$ cat src/rtl/tsc_pkg.sv
package tsc_pkg;

  typedef enum logic [2:0] {
    SM_FREE   = 3'b000,
    SM_ENC_B  = 3'b001,
    SM_ENC_A  = 3'b010,
    SM_ENC_AB = 3'b011,
    SM_RESET  = 3'b100,
    SM_GATE   = 3'b101,
    SM_START  = 3'b110,
    SM_EXTCLK = 3'b111
  } slave_mode_e;

  localparam int unsigned TRIG_SEL_W  = 3;
  localparam int unsigned IRQ_EN_W    = 8;
  localparam int unsigned IRQ_UPD_BIT = 0;
  localparam int unsigned IRQ_TRG_BIT = 6;

endpackage

$ cat src/rtl/tsc_sync_edge.sv
module tsc_sync_edge #(
  parameter int unsigned WIDTH  = 1,
  parameter int unsigned STAGES = 2
) (
  input  logic             clk_i,
  input  logic             rst_ni,
  input  logic [WIDTH-1:0] async_i,
  output logic [WIDTH-1:0] lvl_o,
  output logic [WIDTH-1:0] rise_o,
  output logic [WIDTH-1:0] fall_o
);

  localparam int unsigned LAST = STAGES - 1;

  logic [STAGES-1:0][WIDTH-1:0] chain_q;
  logic [WIDTH-1:0]             prev_q;

  generate
    if (STAGES == 1) begin : g_single
      always_ff @(posedge clk_i or negedge rst_ni) begin
        if (!rst_ni) chain_q <= '0;
        else         chain_q[0] <= async_i;
      end
    end else begin : g_multi
      always_ff @(posedge clk_i or negedge rst_ni) begin
        if (!rst_ni) chain_q <= '0;
        else         chain_q <= {chain_q[STAGES-2:0], async_i};
      end
    end
  endgenerate

  always_ff @(posedge clk_i or negedge rst_ni) begin
    if (!rst_ni) prev_q <= '0;
    else         prev_q <= chain_q[LAST];
  end

  assign lvl_o  = chain_q[LAST];
  assign rise_o = chain_q[LAST] & ~prev_q;
  assign fall_o = ~chain_q[LAST] & prev_q;

endmodule

$ cat src/rtl/tsc_trig_sel.sv
module tsc_trig_sel #(
  parameter int unsigned NUM_ITR = 4,
  parameter int unsigned SEL_W   = 3
) (
  input  logic [NUM_ITR-1:0] itr_lvl_i,
  input  logic [NUM_ITR-1:0] itr_rise_i,
  input  logic               a_edge_i,
  input  logic [SEL_W-1:0]   sel_i,
  output logic               trig_lvl_o,
  output logic               trig_rise_o
);

  localparam logic [SEL_W-1:0] EDGE_CODE = SEL_W'(NUM_ITR);

  always_comb begin
    trig_lvl_o  = 1'b0;
    trig_rise_o = 1'b0;
    for (int i = 0; i < NUM_ITR; i++) begin
      if (sel_i == SEL_W'(i)) begin
        trig_lvl_o  = itr_lvl_i[i];
        trig_rise_o = itr_rise_i[i];
      end
    end
    // A transition pulse acts as both level and edge
    if (sel_i == EDGE_CODE) begin
      trig_lvl_o  = a_edge_i;
      trig_rise_o = a_edge_i;
    end
  end

endmodule

$ cat src/rtl/tsc_mode_ctrl.sv
module tsc_mode_ctrl
  import tsc_pkg::*;
(
  input  logic        clk_i,
  input  logic        rst_ni,
  input  slave_mode_e mode_i,
  input  logic        en_i,
  input  logic        a_lvl_i,
  input  logic        b_lvl_i,
  input  logic        a_edge_i,
  input  logic        b_edge_i,
  input  logic        trig_lvl_i,
  input  logic        trig_rise_i,
  output logic        step_o,
  output logic        down_o,
  output logic        reload_o,
  output logic        trg_pulse_o,
  output logic        dir_down_o
);

  logic is_enc;
  logic a_step;
  logic b_step;
  logic enc_down;
  logic started_q;
  logic trg_q;
  logic dir_q;

  assign is_enc = (mode_i == SM_ENC_B) || (mode_i == SM_ENC_A) || (mode_i == SM_ENC_AB);

  // Simultaneous A and B changes in x4 decoding are discarded
  assign a_step = a_edge_i && ((mode_i == SM_ENC_A) || (mode_i == SM_ENC_AB && !b_edge_i));
  assign b_step = b_edge_i && ((mode_i == SM_ENC_B) || (mode_i == SM_ENC_AB && !a_edge_i));

  // A-edge: up when B low on rise or high on fall; B-edge mirrored
  assign enc_down = a_step ? ~(a_lvl_i ^ b_lvl_i) : (a_lvl_i ^ b_lvl_i);

  always_comb begin
    step_o   = 1'b0;
    down_o   = 1'b0;
    reload_o = 1'b0;
    unique case (mode_i)
      SM_FREE:   step_o = en_i;
      SM_ENC_B,
      SM_ENC_A,
      SM_ENC_AB: begin
        step_o = en_i && (a_step || b_step);
        down_o = enc_down;
      end
      SM_RESET: begin
        step_o   = en_i;
        reload_o = trig_rise_i;
      end
      SM_GATE:   step_o = en_i && trig_lvl_i;
      SM_START:  step_o = en_i || started_q || trig_rise_i;
      SM_EXTCLK: step_o = en_i && trig_rise_i;
      default:   step_o = 1'b0;
    endcase
  end

  always_ff @(posedge clk_i or negedge rst_ni) begin
    if (!rst_ni) begin
      started_q <= 1'b0;
      trg_q     <= 1'b0;
      dir_q     <= 1'b0;
    end else begin
      if (mode_i != SM_START) started_q <= 1'b0;
      else if (trig_rise_i)   started_q <= 1'b1;

      trg_q <= trig_rise_i && mode_i[2];

      if (!is_enc)     dir_q <= 1'b0;
      else if (step_o) dir_q <= down_o;
    end
  end

  assign trg_pulse_o = trg_q;
  assign dir_down_o  = dir_q;


  both_edge_chk: assert property (@(posedge clk_i) disable iff (!rst_ni)
    (mode_i == SM_ENC_AB && a_edge_i && b_edge_i) |-> !step_o);


  trg_mode_chk: assert property (@(posedge clk_i) disable iff (!rst_ni)
    !mode_i[2] |=> !trg_pulse_o);

endmodule

$ cat src/rtl/tsc_counter.sv
module tsc_counter #(
  parameter int unsigned CNT_W = 16
) (
  input  logic             clk_i,
  input  logic             rst_ni,
  input  logic             step_i,
  input  logic             down_i,
  input  logic             reload_i,
  input  logic [CNT_W-1:0] limit_i,
  output logic [CNT_W-1:0] cnt_o,
  output logic             upd_o
);

  logic [CNT_W-1:0] cnt_q;
  logic [CNT_W-1:0] cnt_d;
  logic             upd_q;
  logic             upd_d;

  always_comb begin
    cnt_d = cnt_q;
    upd_d = 1'b0;
    if (reload_i) begin
      cnt_d = '0;
      upd_d = 1'b1;
    end else if (step_i) begin
      if (down_i) begin
        if (cnt_q == '0) begin
          cnt_d = limit_i;
          upd_d = 1'b1;
        end else begin
          cnt_d = cnt_q - 1'b1;
        end
      end else begin
        if (cnt_q >= limit_i) begin
          cnt_d = '0;
          upd_d = 1'b1;
        end else begin
          cnt_d = cnt_q + 1'b1;
        end
      end
    end
  end

  always_ff @(posedge clk_i or negedge rst_ni) begin
    if (!rst_ni) begin
      cnt_q <= '0;
      upd_q <= 1'b0;
    end else begin
      cnt_q <= cnt_d;
      upd_q <= upd_d;
    end
  end

  assign cnt_o = cnt_q;
  assign upd_o = upd_q;


  up_wrap_chk: assert property (@(posedge clk_i) disable iff (!rst_ni)
    (step_i && !down_i && !reload_i && cnt_o == limit_i) |=> (cnt_o == '0 && upd_o));


  down_wrap_chk: assert property (@(posedge clk_i) disable iff (!rst_ni)
    (step_i && down_i && !reload_i && cnt_o == '0) |=> (cnt_o == $past(limit_i) && upd_o));


  reload_chk: assert property (@(posedge clk_i) disable iff (!rst_ni)
    reload_i |=> (cnt_o == '0 && upd_o));

endmodule

$ cat src/rtl/tmr_slave_ctrl.sv
module tmr_slave_ctrl
  import tsc_pkg::*;
#(
  parameter int unsigned CNT_W       = 16,
  parameter int unsigned NUM_ITR     = 4,
  parameter int unsigned SYNC_STAGES = 2
) (
  input  logic                  clk_i,
  input  logic                  rst_ni,
  input  logic                  enc_a_i,
  input  logic                  enc_b_i,
  input  logic [NUM_ITR-1:0]    itrig_i,
  input  logic [2:0]            mode_sel_i,
  input  logic [TRIG_SEL_W-1:0] trig_sel_i,
  input  logic                  count_en_i,
  input  logic [CNT_W-1:0]      period_i,
  input  logic [IRQ_EN_W-1:0]   irq_en_i,
  output logic [CNT_W-1:0]      count_o,
  output logic                  dir_down_o,
  output logic                  upd_pulse_o,
  output logic                  trg_pulse_o,
  output logic                  irq_o
);

  localparam int unsigned IN_W = NUM_ITR + 2;
  localparam int unsigned A_IX = NUM_ITR;
  localparam int unsigned B_IX = NUM_ITR + 1;

  slave_mode_e       mode;
  logic [IN_W-1:0]   raw_in;
  logic [IN_W-1:0]   in_lvl;
  logic [IN_W-1:0]   in_rise;
  logic [IN_W-1:0]   in_fall;
  logic              a_edge;
  logic              b_edge;
  logic              trig_lvl;
  logic              trig_rise;
  logic              step;
  logic              step_down;
  logic              reload;

  assign mode   = slave_mode_e'(mode_sel_i);
  assign raw_in = {enc_b_i, enc_a_i, itrig_i};

  tsc_sync_edge #(
    .WIDTH (IN_W),
    .STAGES(SYNC_STAGES)
  ) u_sync (
    .clk_i  (clk_i),
    .rst_ni (rst_ni),
    .async_i(raw_in),
    .lvl_o  (in_lvl),
    .rise_o (in_rise),
    .fall_o (in_fall)
  );

  assign a_edge = in_rise[A_IX] | in_fall[A_IX];
  assign b_edge = in_rise[B_IX] | in_fall[B_IX];

  tsc_trig_sel #(
    .NUM_ITR(NUM_ITR),
    .SEL_W  (TRIG_SEL_W)
  ) u_trig_sel (
    .itr_lvl_i  (in_lvl[NUM_ITR-1:0]),
    .itr_rise_i (in_rise[NUM_ITR-1:0]),
    .a_edge_i   (a_edge),
    .sel_i      (trig_sel_i),
    .trig_lvl_o (trig_lvl),
    .trig_rise_o(trig_rise)
  );

  tsc_mode_ctrl u_mode_ctrl (
    .clk_i      (clk_i),
    .rst_ni     (rst_ni),
    .mode_i     (mode),
    .en_i       (count_en_i),
    .a_lvl_i    (in_lvl[A_IX]),
    .b_lvl_i    (in_lvl[B_IX]),
    .a_edge_i   (a_edge),
    .b_edge_i   (b_edge),
    .trig_lvl_i (trig_lvl),
    .trig_rise_i(trig_rise),
    .step_o     (step),
    .down_o     (step_down),
    .reload_o   (reload),
    .trg_pulse_o(trg_pulse_o),
    .dir_down_o (dir_down_o)
  );

  tsc_counter #(
    .CNT_W(CNT_W)
  ) u_counter (
    .clk_i   (clk_i),
    .rst_ni  (rst_ni),
    .step_i  (step),
    .down_i  (step_down),
    .reload_i(reload),
    .limit_i (period_i),
    .cnt_o   (count_o),
    .upd_o   (upd_pulse_o)
  );

  assign irq_o = (upd_pulse_o & irq_en_i[IRQ_UPD_BIT])
               | (trg_pulse_o & irq_en_i[IRQ_TRG_BIT]);


  gate_hold_chk: assert property (@(posedge clk_i) disable iff (!rst_ni)
    (mode == SM_GATE && !trig_lvl) |=> $stable(count_o));

endmodule

$ cat config.mk
export PLATFORM = sky130hd
export DESIGN_NAME = tmr_slave_ctrl
export DESIGN_NICKNAME = d
export VERILOG_FILES = /design/src/rtl/tsc_pkg.sv /design/src/rtl/tsc_sync_edge.sv /design/src/rtl/tsc_trig_sel.sv /design/src/rtl/tsc_mode_ctrl.sv /design/src/rtl/tsc_counter.sv /design/src/rtl/tmr_slave_ctrl.sv
export SDC_FILE = /design/constraint.sdc
export NUM_CORES = 1
export LEC_CHECK = 0
export ABC_CLOCK_PERIOD_IN_PS = 2920
export BUFFER_PORTS_ARGS = -buffer_cell sky130_fd_sc_hd__buf_4
export CAP_MARGIN = 40
export CORE_ASPECT_RATIO = 0.75
export CORE_MARGIN = 5
export CORE_UTILIZATION = 45
export DETAILED_ROUTE_END_ITERATION = 8
export GPL_TIMING_DRIVEN = 0
export PLACE_DENSITY = 0.71
export SLEW_MARGIN = 20
export SYNTH_ARGS = -nofsm -noshare
export SYNTH_HDL_FRONTEND = slang
export SYNTH_HIERARCHICAL = 1
export SYNTH_SLANG_ARGS = --single-unit
export TNS_END_PERCENT = 100
$ cat constraint.sdc
create_clock -name clk_i -period 2.92 [get_ports clk_i]
set_input_delay 0 -clock clk_i [delete_from_list [all_inputs] [get_ports clk_i]]
set_output_delay 0 -clock clk_i [all_outputs]
set_load 0.1 [all_outputs]
After elaboration in Yosys (flattened, before gate mapping):

Cells that the tools add are included.

* add/subtract/negate cells: 2
* $mul: 0
* div/mod/pow operators: 0
* $lt $le $gt $ge: 1
* equal/unequal tests: 13
* shifts and indexed selects: 0
* mux-type cells: 28
* bitwise logic cells: 11
* reduce and logical (&&, ||, !) cells: 24

Operator list (number)
* $mux W16: 5
* $mux W1: 22
* $add A16 B1 Y16 const B: 1
* $ge A16 B16 Y1: 1
* $logic_not A16 Y1: 1
* $sub A16 B1 Y16 const B: 1
* $eq A3 B3 Y1 const B: 5
* $and A6 B6 Y6: 2
* $eq A3 B2 Y1 const B: 4
* $not A6 Y6: 2
* $logic_and A1 B1 Y1: 8
* $logic_or A1 B1 Y1: 7
* $eq A3 B1 Y1 const B: 2
* $logic_not A3 Y1: 2
* $pmux W1 S5: 1
* $reduce_bool A2 Y1: 2
* $ne A3 B3 Y1 const B: 1
* $or A1 B1 Y1: 3
* $reduce_or A3 Y1: 1
* $and A1 B1 Y1: 2
* $logic_not A1 Y1: 2
* $ne A2 B2 Y1 const B: 1
* $reduce_or A2 Y1: 1
* $not A1 Y1: 1
* $xor A1 B1 Y1: 1

* bits in registers: 38
* bits in latches: 0
* bits in writable memories: 0
* memory bits (read-only): 0
* output and inout port bits: 20
* logic and storage cells: 87
* memories kept: 0

Logic depth before layout (Yosys ltp):

* depth in word-level cells: 12
* gate-level depth with buffers: 14
* mapped depth without buffers: 13

Modules after synthesis:

The synthesis kept the hierarchy.

Modules (own cells, without submodules)
* tsc_counter: times used 1, cells an instance 282, area each 2142.1 µm²
* tsc_sync_edge: times used 1, cells an instance 36, area each 600.6 µm²
* tsc_mode_ctrl: times used 1, cells an instance 26, area each 221.5 µm²
* tsc_trig_sel: times used 1, cells an instance 17, area each 127.6 µm²
* tmr_slave_ctrl: times used 1, cells an instance 3, area each 21.3 µm²

Worst setup path after synthesis:

No wires, ideal clock.

* kind: reg2reg
* start: register u_counter.cnt_q[1] (netlist: u_counter/cnt_o[1])
* end: register u_counter.cnt_q[14] (netlist: u_counter/cnt_o[14])
* setup time: 70 ps
* data arrival time: 2798 ps
* path slack: 52 ps
* cell stages (with the launch flop): 8
* period minus slack after synthesis: 2868 ps
* cell sequence: dfrtp_1 ha_1 nor2b_1 o211a_1 o311ai_4 nand3_2 o41ai_1 a221o_1

* cells in the longest elaborated chain, start to end: 5
* elaborated cells between the ends (all ways): 9
* those cells by class: 2 x add/sub; 1 x order compare; 5 x mux; 1 x reduce/logical

Ends and longest elaborated chain
* from (decl): RTL line tsc_counter.sv:14 `logic [CNT_W-1:0] cnt_q;`
* from (signal assigned): RTL line tsc_counter.sv:49 `cnt_q <= cnt_d;`
* $add A16 B1 Y16 (tied with other cells): RTL line tsc_counter.sv:38 `cnt_d = cnt_q + 1'b1;`
* $mux W16 (on tied branches): RTL line tsc_counter.sv:34, tsc_counter.sv:27
* $mux W16 (*): RTL line tsc_counter.sv:26 `if (down_i) begin`
* $mux W16 (*): RTL line tsc_counter.sv:25 `end else if (step_i) begin`
* $mux W16 (*): RTL line tsc_counter.sv:22 `if (reload_i) begin`

Mark *: on every way between the ends. The rest lies on a longest branch, timed or not. The select of a mux whose other input is x is not followed.
A chain may end at the register's enable or synchronous reset.

Final worst setup path:

* start: register u_sync.chain_q, in the netlist u_sync/lvl_o[4]
* end: register u_counter.cnt_q[4] (netlist: u_counter/cnt_o[4])

* elaborated cells between the ends (all ways): 26
* those cells by class: 9 x mux; 6 x bitwise; 11 x reduce/logical

RTL lines
* from (decl): RTL line tsc_sync_edge.sv:15 `logic [STAGES-1:0][WIDTH-1:0] chain_q;`
* from (signal assigned): RTL line tsc_sync_edge.sv:27 `else chain_q <= {chain_q[STAGES-2:0], async_i};`
* $not A6 Y6 (*): RTL line tsc_sync_edge.sv:39 `assign fall_o = ~chain_q[LAST] & prev_q;`
* $and A6 B6 Y6 (*): RTL line tsc_sync_edge.sv:39
* named net in_fall[4]: RTL line tmr_slave_ctrl.sv:33 `logic [IN_W-1:0] in_fall;`
* $or A1 B1 Y1 (*): RTL line tmr_slave_ctrl.sv:57 `assign a_edge = in_rise[A_IX] | in_fall[A_IX];`
* named net a_edge: RTL line tmr_slave_ctrl.sv:34 `logic a_edge;`
* $mux W1 (*): RTL line tsc_trig_sel.sv:25 `if (sel_i == EDGE_CODE) begin`
* named net trig_rise: RTL line tmr_slave_ctrl.sv:37 `logic trig_rise;`
* $logic_and A1 B1 Y1 / $logic_or A1 B1 Y1 (equally long branches): RTL line tsc_mode_ctrl.sv:56, tsc_mode_ctrl.sv:55
* $pmux W1 S5 (*): RTL line tsc_mode_ctrl.sv:42 `unique case (mode_i)`
* named net step: RTL line tmr_slave_ctrl.sv:38 `logic step;`
* $reduce_bool A2 Y1 (no source line) (*)

Mark *: on every way through the listed nets, which the timed path passes. The rest lies on a longest branch. The select of a mux whose other input is x is not followed.

==> flow_summary.json <==
{
  "r2r_end": "u_counter/cnt_o[4]",
  "syn_inst": 360,
  "worst_slack_ps": 105,
  "drt_iter0_markers": 310,
  "crit_path_top_delay_cell": "a221o_2",
  "slew_headroom_pct": 58.8,
  "rsz0062_at_grt": "no",
  "overflow": 0,
  "die_w_um": 105,
  "wl_per_cell_um": 18.0,
  "whs_ps": 7.93,
  "dp_cells": 494,
  "path_max_fanout": 6,
  "critPathMaxStageDelay_ps": 460,
  "placed_cell_area_sq_mm": 0.00356,
  "combPwrFrac_pct": 59.3,
  "design_area_sq_mm": 0.00393,
  "crit_arrival_ps": 3010,
  "die_h_um": 81.6,
  "fin_cells": 520,
  "cap_violations": 0,
  "endpoint": "u_counter/cnt_o[4]",
  "synthesis.area_sq_mm": 0.00308,
  "cts.clk_slew.worst_paths_ps": 90,
  "synth_nets": 418,
  "io_buffers": 50,
  "route.detailed.drc": 0,
  "viasPerCell": 5.99,
  "hold_violations": 0,
  "power_frac_seq_pct": 23.7,
  "timing.setup.tns_ps": 0,
  "tightest_slew_ps": 619,
  "yosys_warnings": 6,
  "grt_pass1_vias": 2903,
  "gp_congestion": 0.960,
  "core_sq_mm": 0.00673,
  "ir_drop_uv": 566,
  "grt_antenna_before_repair": 0,
  "clockBufferDepth": 2,
  "cts-buffers-inserted": 5,
  "status": "completed",
  "ioPinCount": 59,
  "fin_crit_sh_pct": 96.4,
  "vias": 3116,
  "cts_max_level": 2,
  "hp-class": "input port to flip-flop",
  "clock_latency_ps": 310,
  "fmax_mhz": 355,
  "drt_wl_total_um": 9340,
  "cts_tree": "done",
  "start_kind": "flip-flop",
  "crit_path_end_kind": "flip-flop",
  "power_switching_mw": 1.72,
  "critPathKind": "flip-flop to flip-flop",
  "p_int_mw": 1.57,
  "area_growth_pct": 27.6,
  "p_sw_share_pct": 52.3,
  "min_period_ps": 2820,
  "path_cells": "and2b_2 > or2_4 > a21oi_2 > a211oi_2 > o21a_1 > a21boi_2 > o22ai_1 > a221o_2 > inv_4 > nor2_4 > buf_4 > nand2_4 > a21oi_1 > a211o_1",
  "powerDensity_mw_per_mm2": 839,
  "regToRegSetupSlack_ps": 100,
  "grt.total_usage_pct": 21.5,
  "drive_gt1_share_pct": 29.8,
  "p_leak_nw": 1.84,
  "rr_worst_depth": 14,
  "finClkSkew_ps": 14.0,
  "root_buffer": "clkbuf_8",
  "crit_required_ps": 3110,
  "initial_core_util_pct": 45.7,
  "rows": 26,
  "r2r-start": "u_sync/lvl_o[4]",
  "num-fill-cells": 609,
  "grt_pass1_wl_um": 14600,
  "drtPass1Iterations": 6,
  "finalSetupViolCount": 0,
  "final_nets": 493,
  "drt.antenna.violating_nets": 0,
  "clockPowerShare_pct": 17.0,
  "dieArea_sq_mm": 0.00861,
  "dp_hpwl_um": 6730,
  "place_ws_ps": -566,
  "cts.sinks": 38,
  "grt_max_degree": 39,
  "num_antenna_cells": 0,
  "critical_path.startpoint": "u_sync/lvl_o[4]",
  "syn_avg_cell_area_sq_um": 8.55,
  "maxSlewViolCount": 0
}
[power groups by stage]
stage,combinational [mW],clock (mW),sequential (mW)
finish,1.95,0.559,0.783
CTS,1.88,0.571,0.776
floorplan,0.871,0,1.32
global placement,1.82,0,0.783
global route,2.06,0.599,0.800
detailed placement,1.85,0,0.787
[metal layers]
layer	routed length, um	vias to the layer above	GRT usage [%]
met1	4310	1436	30.1
met5	0	-	0
li1	-	1461	-
met2	3920	197	32.6
met3	946	22	5.42
met4	162	0	6.99
[through the flow]
stage | utilization, % | power, mW
finish | 58.3 | 3.30
global route | 58.3 | 3.46
CTS | 56.6 | 3.23
detailed placement | 52.8 | 2.64
global placement | 52.8 | 2.61
floorplan | - | 2.19
[how the worst min path moves through the flow]
stage	cells after the start	slack, ps	end	start
floorplan	0	-300	u_counter/cnt_o[0]	rst_ni
global placement	1	1	u_sync/chain_q[4]	rst_ni
detailed placement	1	6	u_sync/chain_q[4]	rst_ni
CTS	2	7	u_mode_ctrl/trg_pulse_o	mode_sel_i[2]
global route	2	20	u_mode_ctrl/trg_pulse_o	mode_sel_i[2]
finish	2	8	u_mode_ctrl/trg_pulse_o	mode_sel_i[2]
[critical path: cells and delay by family, from the launching register on]
kind                   cells  cell delay [ps]
buffers and inverters      2              280
DFF                        1              380
AOI/OAI and AO/OA          8             1410
and+or+nand+nor            4              650
[timing repair]
item,CTS,global route
buffers inserted,2,7
hold buffers,9,0
hold endpoints to repair,45,0
cloned,0,1
endpoints found under the setup margin,16,14
pin swaps,0,7
gates resized for setup,6,19
[area by class of cell]
class | instances | area [sq um] | share of cell area [%]
tap | 84 | 105 | 2.68
sequential | 38 | 951 | 24.2
inverter | 27 | 104 | 2.64
buffer | 23 | 154 | 3.92
clock buffer | 5 | 68.8 | 1.75
clock inverter | 3 | 68.8 | 1.75
timing repair buffer | 68 | 533 | 13.6
multi-input combinational | 272 | 1940 | 49.5
[cell usage in the layout (no fill, tap or decap), types with 3 or more instances in the layout]
| cell | instances |
|---|---|
| xor2_1 | 4 |
| nor3_2 | 4 |
| nor2_1 | 21 |
| nor2b_1 | 5 |
| nor4_1 | 3 |
| ha_1 | 19 |
| clkbuf_8 | 5 |
| buf_2 | 8 |
| dlygate4sd3_1 | 9 |
| o21ai_0 | 21 |
| a211o_1 | 5 |
| and2_1 | 3 |
| a311o_1 | 3 |
| inv_1 | 25 |
| a211oi_1 | 6 |
| xnor2_1 | 5 |
| nor3_1 | 13 |
| buf_6 | 3 |
| a21oi_1 | 14 |
| and3_1 | 3 |
| nand2_1 | 33 |
| nand3_1 | 16 |
| nand4_1 | 8 |
| o41ai_1 | 3 |
| dfrtp_1 | 38 |
| buf_4 | 67 |
| mux2i_1 | 7 |
| and2b_2 | 8 |
| nand2_4 | 3 |
| o21a_1 | 4 |
[sequential cells by signal (all words and copies together) (netlist names)]
signal and cells:
u_counter/cnt_o 16, u_counter/upd_o 1, u_mode_ctrl/dir_down_o 1, u_mode_ctrl/started_q 1
u_mode_ctrl/trg_pulse_o 1, u_sync/chain_q 6, u_sync/lvl_o 6, u_sync/prev_q 6
Note: power is estimated with default switching activity, not from simulation.
